===== src/rtl/sio_gpio_pkg.sv =====
package sio_gpio_pkg;
  localparam int NUM_PORTS   = 6;
  localparam int PORT_W      = 8;
  localparam int NUM_DEVS    = 3;
  localparam int ADDR_W      = 8;
  localparam int DATA_W      = 8;
  localparam int NUM_PINS    = NUM_PORTS * PORT_W;
  localparam int LAST_PINS   = 5;
  localparam int PORT_IDX_W  = $clog2(NUM_PORTS);
  localparam int DEV_IDX_W   = $clog2(NUM_DEVS);

  localparam logic [ADDR_W-1:0] ENABLE_OFS  = 8'h30;
  localparam logic [ADDR_W-1:0] FLOPPY_OFS  = 8'h24;
  localparam logic [ADDR_W-1:0] DRVHI_OFS   = 8'h29;
  localparam logic [ADDR_W-1:0] I2CSEL_OFS  = 8'h2A;
  localparam logic [ADDR_W-1:0] ROUTE_OFS   = 8'h2C;
  localparam logic [1:0]        ROUTE_GPIO  = 2'd2;

  typedef struct packed {
    logic [NUM_PORTS-1:0] dirWr;
    logic [NUM_PORTS-1:0] datWr;
    logic [NUM_PORTS-1:0] invWr;
    logic [NUM_DEVS-1:0]  enWr;
    logic floppyWr;
    logic drvHiWr;
    logic i2cWr;
    logic routeWr;
  } wrStb_t;

  typedef enum logic [2:0] {RD_NONE, RD_DIR, RD_DAT, RD_INV, RD_EN, RD_GLOB} rdKind_t;

  typedef struct packed {
    rdKind_t                kind;
    logic [PORT_IDX_W-1:0]  port;
    logic [DEV_IDX_W-1:0]   dev;
    logic [1:0]             glob;
  } rdSel_t;

  function automatic logic [DATA_W-1:0] devCode(input int d);
    case (d)
      0:       return 8'h09;
      1:       return 8'h07;
      default: return 8'h08;
    endcase
  endfunction

  function automatic int enBit(input int p);
    return (p < 4) ? (p % 2) : (p % 2) + 1;
  endfunction

  function automatic bit drvInRoute(input int p);
    return p < 2;
  endfunction

  function automatic int drvBit(input int p);
    case (p)
      0:       return 6;
      1:       return 7;
      2:       return 3;
      3:       return 4;
      4:       return 5;
      default: return 7;
    endcase
  endfunction

  function automatic logic [PORT_W-1:0] pinMask(input int p);
    return (p == NUM_PORTS - 1) ? PORT_W'((1 << LAST_PINS) - 1) : {PORT_W{1'b1}};
  endfunction
endpackage


===== src/rtl/sio_gpio_ctrl.sv =====
module sio_gpio_ctrl
  import sio_gpio_pkg::*;
(
  input  logic [ADDR_W-1:0] regAddr,
  input  logic [DATA_W-1:0] devSel,
  input  logic              wrEn,
  output wrStb_t            stb,
  output rdSel_t            rdSel
);
  logic                  devHit;
  logic [DEV_IDX_W-1:0]  devIdx;
  logic [PORT_IDX_W-1:0] portIdx;
  logic                  inPortWin;

  always_comb begin
    devHit = 1'b0;
    devIdx = '0;
    for (int d = 0; d < NUM_DEVS; d++) begin
      if (devSel == devCode(d)) begin
        devHit = 1'b1;
        devIdx = DEV_IDX_W'(d);
      end
    end
  end

  assign portIdx   = {devIdx, regAddr[2]};
  assign inPortWin = devHit && (regAddr[7:3] == 5'b11100) && (regAddr[1:0] != 2'b11);

  always_comb begin
    stb        = '0;
    rdSel.kind = RD_NONE;
    rdSel.port = portIdx;
    rdSel.dev  = devIdx;
    rdSel.glob = 2'd0;
    if (inPortWin) begin
      case (regAddr[1:0])
        2'd0: begin rdSel.kind = RD_DIR; stb.dirWr[portIdx] = wrEn; end
        2'd1: begin rdSel.kind = RD_DAT; stb.datWr[portIdx] = wrEn; end
        default: begin rdSel.kind = RD_INV; stb.invWr[portIdx] = wrEn; end
      endcase
    end else if (devHit && regAddr == ENABLE_OFS) begin
      rdSel.kind       = RD_EN;
      stb.enWr[devIdx] = wrEn;
    end else begin
      case (regAddr)
        FLOPPY_OFS: begin rdSel.kind = RD_GLOB; rdSel.glob = 2'd0; stb.floppyWr = wrEn; end
        DRVHI_OFS:  begin rdSel.kind = RD_GLOB; rdSel.glob = 2'd1; stb.drvHiWr  = wrEn; end
        I2CSEL_OFS: begin rdSel.kind = RD_GLOB; rdSel.glob = 2'd2; stb.i2cWr    = wrEn; end
        ROUTE_OFS:  begin rdSel.kind = RD_GLOB; rdSel.glob = 2'd3; stb.routeWr  = wrEn; end
        default: ;
      endcase
    end
  end
endmodule


===== src/rtl/sio_gpio_dp.sv =====
module sio_gpio_dp
  import sio_gpio_pkg::*;
(
  input  logic                clk,
  input  logic                rstN,
  input  wrStb_t              stb,
  input  rdSel_t              rdSel,
  input  logic [DATA_W-1:0]   wrData,
  input  logic [NUM_PINS-1:0] pinIn,
  output logic [NUM_PINS-1:0] pinOut,
  output logic [NUM_PINS-1:0] pinOe,
  output logic [DATA_W-1:0]   rdData
);
  logic [NUM_PORTS-1:0][PORT_W-1:0] dirR, datR, invR, datRd;
  logic [NUM_DEVS-1:0][DATA_W-1:0]  enR;
  logic [DATA_W-1:0] floppyR, drvHiR, i2cR, routeR;
  logic [NUM_PORTS-1:0] portEn, ppSel;

  always_ff @(posedge clk) begin
    if (!rstN) begin
      floppyR <= '0;
      drvHiR  <= '0;
      i2cR    <= '0;
      routeR  <= '0;
    end else begin
      if (stb.floppyWr) floppyR <= wrData;
      if (stb.drvHiWr)  drvHiR  <= wrData;
      if (stb.i2cWr)    i2cR    <= wrData;
      if (stb.routeWr)  routeR  <= wrData;
    end
  end

  for (genvar d = 0; d < NUM_DEVS; d++) begin : g_dev
    always_ff @(posedge clk) begin
      if (!rstN)          enR[d] <= '0;
      else if (stb.enWr[d]) enR[d] <= wrData;
    end
  end

  for (genvar p = 0; p < NUM_PORTS; p++) begin : g_port
    localparam logic [PORT_W-1:0] PMASK = pinMask(p);
    logic [PORT_W-1:0] shareMask, avail, drv, isOut;

    always_ff @(posedge clk) begin
      if (!rstN) begin
        dirR[p] <= PMASK;
        datR[p] <= '0;
        invR[p] <= '0;
      end else begin
        if (stb.dirWr[p]) dirR[p] <= wrData & PMASK;
        if (stb.datWr[p]) datR[p] <= wrData & PMASK;
        if (stb.invWr[p]) invR[p] <= wrData & PMASK;
      end
    end

    assign portEn[p] = enR[p/2][enBit(p)];
    assign ppSel[p]  = drvInRoute(p) ? routeR[drvBit(p)] : drvHiR[drvBit(p)];

    always_comb begin
      shareMask = {PORT_W{1'b1}};
      if (p == 0)
        shareMask = {PORT_W{routeR[1:0] == ROUTE_GPIO}};
      else if (p == 1 && i2cR[1])
        shareMask = ~PORT_W'(8'h60);
      else if (p == NUM_PORTS - 1 && floppyR[1])
        shareMask = '0;
    end

    assign avail = {PORT_W{portEn[p]}} & PMASK & shareMask;
    assign drv   = datR[p] ^ invR[p];
    assign isOut = ~dirR[p] & avail;

    assign pinOe[p*PORT_W +: PORT_W]  = ppSel[p] ? isOut : (isOut & ~drv);
    assign pinOut[p*PORT_W +: PORT_W] = ppSel[p] ? (isOut & drv) : '0;
    assign datRd[p] = avail & ((dirR[p] & (pinIn[p*PORT_W +: PORT_W] ^ invR[p]))
                               | (~dirR[p] & datR[p]));


    port_off_quiet_chk: assert property (@(posedge clk) disable iff (!rstN)
      !portEn[p] |-> (pinOe[p*PORT_W +: PORT_W] == '0));


    open_drain_low_chk: assert property (@(posedge clk) disable iff (!rstN)
      !ppSel[p] |-> (pinOut[p*PORT_W +: PORT_W] == '0));
  end

  always_comb begin
    rdData = '0;
    case (rdSel.kind)
      RD_DIR:  rdData = dirR[rdSel.port];
      RD_DAT:  rdData = datRd[rdSel.port];
      RD_INV:  rdData = invR[rdSel.port];
      RD_EN:   rdData = enR[rdSel.dev];
      RD_GLOB: begin
        case (rdSel.glob)
          2'd0:    rdData = floppyR;
          2'd1:    rdData = drvHiR;
          2'd2:    rdData = i2cR;
          default: rdData = routeR;
        endcase
      end
      default: rdData = '0;
    endcase
  end


  single_write_chk: assert property (@(posedge clk) disable iff (!rstN)
    $onehot0(stb));


  i2c_claim_chk: assert property (@(posedge clk) disable iff (!rstN)
    i2cR[1] |-> (pinOe[PORT_W+6 -: 2] == 2'b00));


  floppy_claim_chk: assert property (@(posedge clk) disable iff (!rstN)
    floppyR[1] |-> (pinOe[NUM_PINS-1 -: PORT_W] == '0));
endmodule


===== src/rtl/sio_gpio_bank.sv =====
module sio_gpio_bank
  import sio_gpio_pkg::*;
(
  input  logic                clk,
  input  logic                rstN,
  input  logic [ADDR_W-1:0]   regAddr,
  input  logic [DATA_W-1:0]   devSel,
  input  logic                wrEn,
  input  logic [DATA_W-1:0]   wrData,
  output logic [DATA_W-1:0]   rdData,
  input  logic [NUM_PINS-1:0] pinIn,
  output logic [NUM_PINS-1:0] pinOut,
  output logic [NUM_PINS-1:0] pinOe
);
  wrStb_t stb;
  rdSel_t rdSel;

  sio_gpio_ctrl u_ctrl (
    .regAddr (regAddr),
    .devSel  (devSel),
    .wrEn    (wrEn),
    .stb     (stb),
    .rdSel   (rdSel)
  );

  sio_gpio_dp u_dp (
    .clk    (clk),
    .rstN   (rstN),
    .stb    (stb),
    .rdSel  (rdSel),
    .wrData (wrData),
    .pinIn  (pinIn),
    .pinOut (pinOut),
    .pinOe  (pinOe),
    .rdData (rdData)
  );
endmodule


===== config.mk =====
export PLATFORM = sky130hd
export DESIGN_NAME = sio_gpio_bank
export DESIGN_NICKNAME = d
export VERILOG_FILES = /design/src/rtl/sio_gpio_pkg.sv /design/src/rtl/sio_gpio_ctrl.sv /design/src/rtl/sio_gpio_dp.sv /design/src/rtl/sio_gpio_bank.sv
export SDC_FILE = /design/constraint.sdc
export NUM_CORES = 1
export LEC_CHECK = 0
export BUFFER_PORTS_ARGS = -buffer_cell sky130_fd_sc_hd__buf_4
export CAP_MARGIN = 20
export CORE_ASPECT_RATIO = 2
export CORE_MARGIN = 2
export CORE_UTILIZATION = 52
export DETAILED_ROUTE_END_ITERATION = 6
export HOLD_SLACK_MARGIN = 0.06
export PLACE_DENSITY = 0.75
export SLEW_MARGIN = 20
export SYNTH_ARGS = -nofsm -noshare
export SYNTH_HDL_FRONTEND = slang
export SYNTH_SLANG_ARGS = --single-unit

===== constraint.sdc =====
create_clock -name clk -period 2.25 [get_ports clk]
set_input_delay 0 -clock clk [delete_from_list [all_inputs] [get_ports clk]]
set_output_delay 0 -clock clk [all_outputs]
set_load 0.05 [all_outputs]

---- After elaboration in Yosys (flattened, before gate mapping) ----
Index checks and enable logic that the tools add are counted.
storage, ports and cells
  flip-flop bits (word level) ............. 191
  bits of input ports ..................... 75
  output and inout bits ................... 104
  logic and storage cells ................. 179
operators by class
  magnitude comparators ................... 4
  eq/ne operators ......................... 19
  multiplexer cells ....................... 51
  bitwise gates (word level) .............. 71
  reduce and logical (&&, ||, !) cells .... 9
operator list
  operator              count
  $and A8 B8 Y8         36
  $mux W8               17
  $not A8 Y8            11
  $xor A8 B8 Y8         10
  $bmux W8 S3           3
  $or A8 B8 Y8          6
  $eq A8 B6 Y1 const B  5
  $pmux W8 S5           1
  $pmux W8 S3           1
  $mux W18              1
  $mux W6               3
  $and A5 B8 Y8         2
  $bmux W8 S2           1
  $eq A8 B4 Y1 const B  2
  $mux W7               2
  $mux W3               4
  $mux W1               10
  $and A8 B5 Y8         1
  $eq A8 B3 Y1 const B  1
  $not A5 Y8            1
  $xor A8 B5 Y8         1
  $and A6 B6 Y6         1
  $eq A3 B2 Y1 const B  2
  $eq A3 B3 Y1 const B  2
  other kinds (21)      30

---- Logic depth before layout (Yosys ltp) ----
  depth after elaboration ................. 10
  mapped depth ............................ 9
  mapped depth without buffers ............ 6

---- Cells and area by module ----
From an unflattened synthesis, not the netlist that was laid out.
unflattened totals
  cells, all modules ...................... 1274
  area total of the unflattened synthesis .. 11262.1 µm²
modules (own cells, without submodules)
  module         times used  cells each  area an instance (µm²)  sequential area each (µm²)
  sio_gpio_dp    1           1198        10826.6                 3823.7
  sio_gpio_ctrl  1           76          435.4                   0.0

---- Least setup slack after synthesis ----
OpenSTA, ideal clock, no wires.
  path kind ............................... input -> output
  from .................................... input devSel[5]
  to ...................................... output rdData[0]
  arrival ................................. 2.575 ns
  data required time ...................... 2.250 ns
  setup slack ............................. -0.325 ns
  cell stages on the path ................. 6
  buffers on the path ..................... 2
  cell sequence ........................... or4_1 -> buf_2 -> a2111oi_4 -> nand2b_1 -> buf_2 -> o21ai_0
between the ends
  word-level cells in the longest chain between the ends .. 10
  elaborated cells between the ends (all ways) .. 33
  those cells by class .................... eq/ne: 10; mux: 19; reduce/logical: 4
RTL lines
  element                                                line                                      source
  from (decl)                                            sio_gpio_bank.sv:7                        input logic [DATA_W-1:0] devSel,
  $eq A8 B4 Y1                                           sio_gpio_ctrl.sv:19                       if (devSel == devCode(d)) begin
  $mux W1 (3 in series)                                  sio_gpio_ctrl.sv:19
  $logic_and A1 B1 Y1, on equally long branches          sio_gpio_ctrl.sv:41, sio_gpio_ctrl.sv:27
  $mux W2 / $logic_and A1 B1 Y1 (equally long branches)  sio_gpio_ctrl.sv:41, sio_gpio_ctrl.sv:27
  $mux W2                                                sio_gpio_ctrl.sv:35                       if (inPortWin) begin
  $eq A2 B2 Y1 (tied with other cells)                   sio_gpio_dp.sv:95                         case (rdSel.glob)
  $pmux W8 S3                                            sio_gpio_dp.sv:95
  $pmux W8 S5 (*)                                        sio_gpio_dp.sv:89                         case (rdSel.kind)
  to (decl)                                              sio_gpio_bank.sv:10                       output logic [DATA_W-1:0] rdData,
Every way passes the cells marked *; elsewhere a longest branch is shown, timed or not. The select of a mux whose other input is x is not followed.

---- Worst setup path in the final report ----
  from .................................... register u_dp.routeR[0]
  to ...................................... output rdData[4]
between the ends
  word-level cells in the longest chain between the ends .. 6
RTL lines
  element                        line               source
  from (decl)                    sio_gpio_dp.sv:16  logic [DATA_W-1:0] floppyR, drvHiR, i2cR, routeR;
  from (signal assigned)         sio_gpio_dp.sv:29  if (stb.routeWr) routeR <= wrData;
  $eq A2 B2 Y1                   sio_gpio_dp.sv:62  shareMask = {PORT_W{routeR[1:0] == ROUTE_GPIO}};
  $and A8 B8 Y8                  sio_gpio_dp.sv:69  assign avail = {PORT_W{portEn[p]}} & PMASK & shareMask;
  $and A8 B8 Y8                  sio_gpio_dp.sv:75  assign datRd[p] = avail & ((dirR[p] & (pinIn[p*PORT_W +: PORT_W] ^ invR[p]))
  $bmux W8 S3                    sio_gpio_dp.sv:91  RD_DAT: rdData = datRd[rdSel.port];
  $mux W8 (not written as such)  sio_gpio_dp.sv:91
  $pmux W8 S5                    sio_gpio_dp.sv:89
Every way passes these cells. The select of a mux whose other input is x is not followed.

==> metrics.txt <==
synthesized area per cell between 7 and 8 um2; die span in y about 210 um; Min-Delay Path Class input pin to register; leakage power about 5.9 nW; final-stage net count 1766; final routed DRC violation total 0; clock slew at reported path FFs about 0.07 ns; worst endpoint required time 2.25 ns; Reg power frac 0.473; fmax ~0.43 GHz; clock latency on the worst-skew pair around 0.46 ns; vias 12200; failing checks negative setup slack; Worst Setup Slack, final -0.0770 ns; drt pass-1 iters 5; CP Data Arrival Time 2.33 ns; synthesized area approximately 11000 um2; Post-synth ARST share 0; synthesized instance count about 1400; Die X around 110 um; worst reg2reg path startpoint u_dp.invR[22]; Max VDD drop 0.531 mV; hold wc startpoint wrEn; Max Root-Sink Buffers 2; Sw Ratio 0.238; Routed Antenna Nets 0; Top Ports roughly 180; largest net degree at the start of global routing between 100 and 150; P&R area growth vs syn 32.4%; Worst setup startpoint u_dp.routeR[0]; global placer's final weighted congestion between 1 and 1.5; gr usage total 0.411; placed cells 1932; initial antenna violation count 0; Fin Clk Skew 0 ns; top_reg_cell synth dfxtp_1; Tcrit/Tclk final 1.03; synth unique cells 69; Comb pwr share 0.081; reg2reg end u_dp.invR[22]; CP Class register to output port; Die ar. approximately 23000 um2; fin cells 1976; post-DR vias/cell between 6 and 7; PortBufs approximately 170; CTS sink cnt ~190; area share of the largest cell type after synthesis 0.341; worst r2r path cells 3; vias in the first global route ~12000; Crit Path Max Fanout 3; Worst setup SP type register; pwr dens a little under 500 nW/um2; status complete, but fails checks; Seq cells post-synth 191; CTS buffer count 17; crit path to rdData[4]; internal power 5.44 mW; WL final ~47000 um; DRC marker count from the first detailed-route iteration 1010; NetSw roughly 1.7 mW; initial core utilization 0.524; crit end category output port; grt total ovfl 0; reg2reg setup slack roughly 1.1 ns; final hold vios 0; Total Power between 7 and 8 mW; Std-Cell Rows 76; share of cells above drive strength 1 0.271; Slew @ Worst Pin between 0.7 and 0.8 ns; Slew HR 0.502; Core Area roughly 21000 um2; dpl hpwl roughly 35000 um; clk root buf clkbuf_16; largest cells by area after synthesis dfxtp_1, nand2_1, xnor2_1, mux2i_1, a21boi_0; Slew Limit Fails 0; Clk pwr share 0.446; CTS HTree Levels 4; RSZ-0062 raised after global routing yes; Seq/Total Area, Yosys 0.341; maxcap violations 0; number of synthesis warnings 0; global-route wire length before repair around 69000 um; Ant. Diodes 0; wire per inst ~24 um; Post-synth EDFFs 0; area leader, netlist dfxtp_1; CTS tree yes; setup violators final 6; Tmin final approximately 2.3 ns
[worst min-delay path by stage]
stage                          endpoint  slack, ns  cells past startpoint
after floorplan            u_dp.i2cR[5]       0.17                      2
after global placement    u_dp.invR[22]       0.44                      3
after detailed placement  u_dp.dirR[29]       0.44                      2
after CTS                 u_dp.dirR[25]       0.13                      5
after global routing      u_dp.dirR[29]       0.16                      5
final                     u_dp.dirR[25]       0.15                      5
[Yosys cell counts, types with 7 or more instances]
cell type  number
nor3b_1        32
nor2_1        119
nand2b_1       10
mux2_2          8
clkbuf_1       74
nor4_1          7
buf_2          13
a21boi_1       19
nand3_1        89
a221oi_1        9
mux2i_1        74
a21oi_1        39
a22oi_1        15
nand2_1       266
xnor2_1        90
nor3_1         74
a211oi_1       31
nor2b_1        57
a21boi_0       74
dfxtp_1       191
o22ai_1        13
o21ai_0        21
[cells in the final DEF (no fill, tap or decap), types with 18 or more instances in the layout]
master,netlist,routed
buf_4,6,301
nand2_1,266,264
dfxtp_1,191,169
nor2_1,119,115
nand3_1,89,89
xnor2_1,90,87
a21boi_0,74,74
mux2i_1,74,72
nor3_1,74,67
nor2b_1,57,57
a21oi_1,39,35
nor3b_1,32,32
dfxtp_2,0,20
a21boi_1,19,19
a211oi_1,31,18
[repair_timing]
item                       in CTS  in global routing
buffers inserted                4                  2
setup endpoints to repair       8                  9
hold endpoints to repair      159                  0
resized for setup              75                 34
hold buffers                   10                  0
pin swaps                      21                 17
[registers in the layout, indices dropped and copies added, names as in the netlist]
name,cells
u_dp.datR,45
u_dp.dirR,45
u_dp.invR,45
u_dp.enR,24
u_dp.drvHiR,8
u_dp.floppyR,8
u_dp.i2cR,8
u_dp.routeR,8
[power groups by stage]
stage,registers [mW],logic [mW],clock network (mW)
floorplan,3.46,0.292,0
global placement,3.46,0.535,0
detailed placement,3.46,0.534,0
CTS,3.38,0.558,3.20
global route,3.38,0.600,3.33
finish,3.38,0.582,3.19
[per-layer routing]
layer	routed length, um	track usage	share of wire	vias to the layer above
li1	-	-	-	5518
met1	16200	0.435	0.35	5778
met2	23300	0.699	0.50	668
met3	3040	0.0693	0.065	224
met4	4420	0.338	0.094	0
met5	0	0	0	-
[final cells by class]
cell class / count / area (um2)
inverter: 5 / 18.8
timing repair buffer: 333 / 2710
clock buffer: 22 / 474
clock inverter: 9 / 134
fill: 1816 / 6540
multi-input combinational: 1143 / 7320
tap: 273 / 342
sequential: 191 / 3860
[cell families (layout without fill, tap and decap cells)]
logic type             count (synthesis)  after routing  synth area share
AO/OA/AOI/OAI                        261            261             0.167
XOR/XNOR                              92             92            0.0718
buffers and inverters                109            369            0.0405
flip-flops                           191            191             0.341
multiplexers                          86             86            0.0821
other                                  1              6          0.000334
AND/OR/NAND/NOR                      698            698             0.297
[through the flow]
step	util	setup WS [ns]	cell area, um2	hold WS [ns]	TNS [ns]
CTS	0.687	-0.0470	14700	0.126	-0.127
finish	0.694	-0.0770	14900	0.146	-0.308
global placement	0.640	-0.212	13700	0.438	-11.33
global route	0.694	-0.112	14900	0.165	-0.603
floorplan	-	-0.325	11200	0.166	-0.649
detailed placement	0.640	-0.210	13700	0.442	-11.31
[critical path, cell delays in order (launching register included)]
cell and delay (ns):
dfxtp_2 0.33, nand3b_1 0.24, nor2_4 0.07, a221oi_2 0.35
o21ai_1 0.13, o311a_1 0.12, or4_4 0.44, buf_8 0.17
Note: power is estimated with default switching activity, not from simulation.
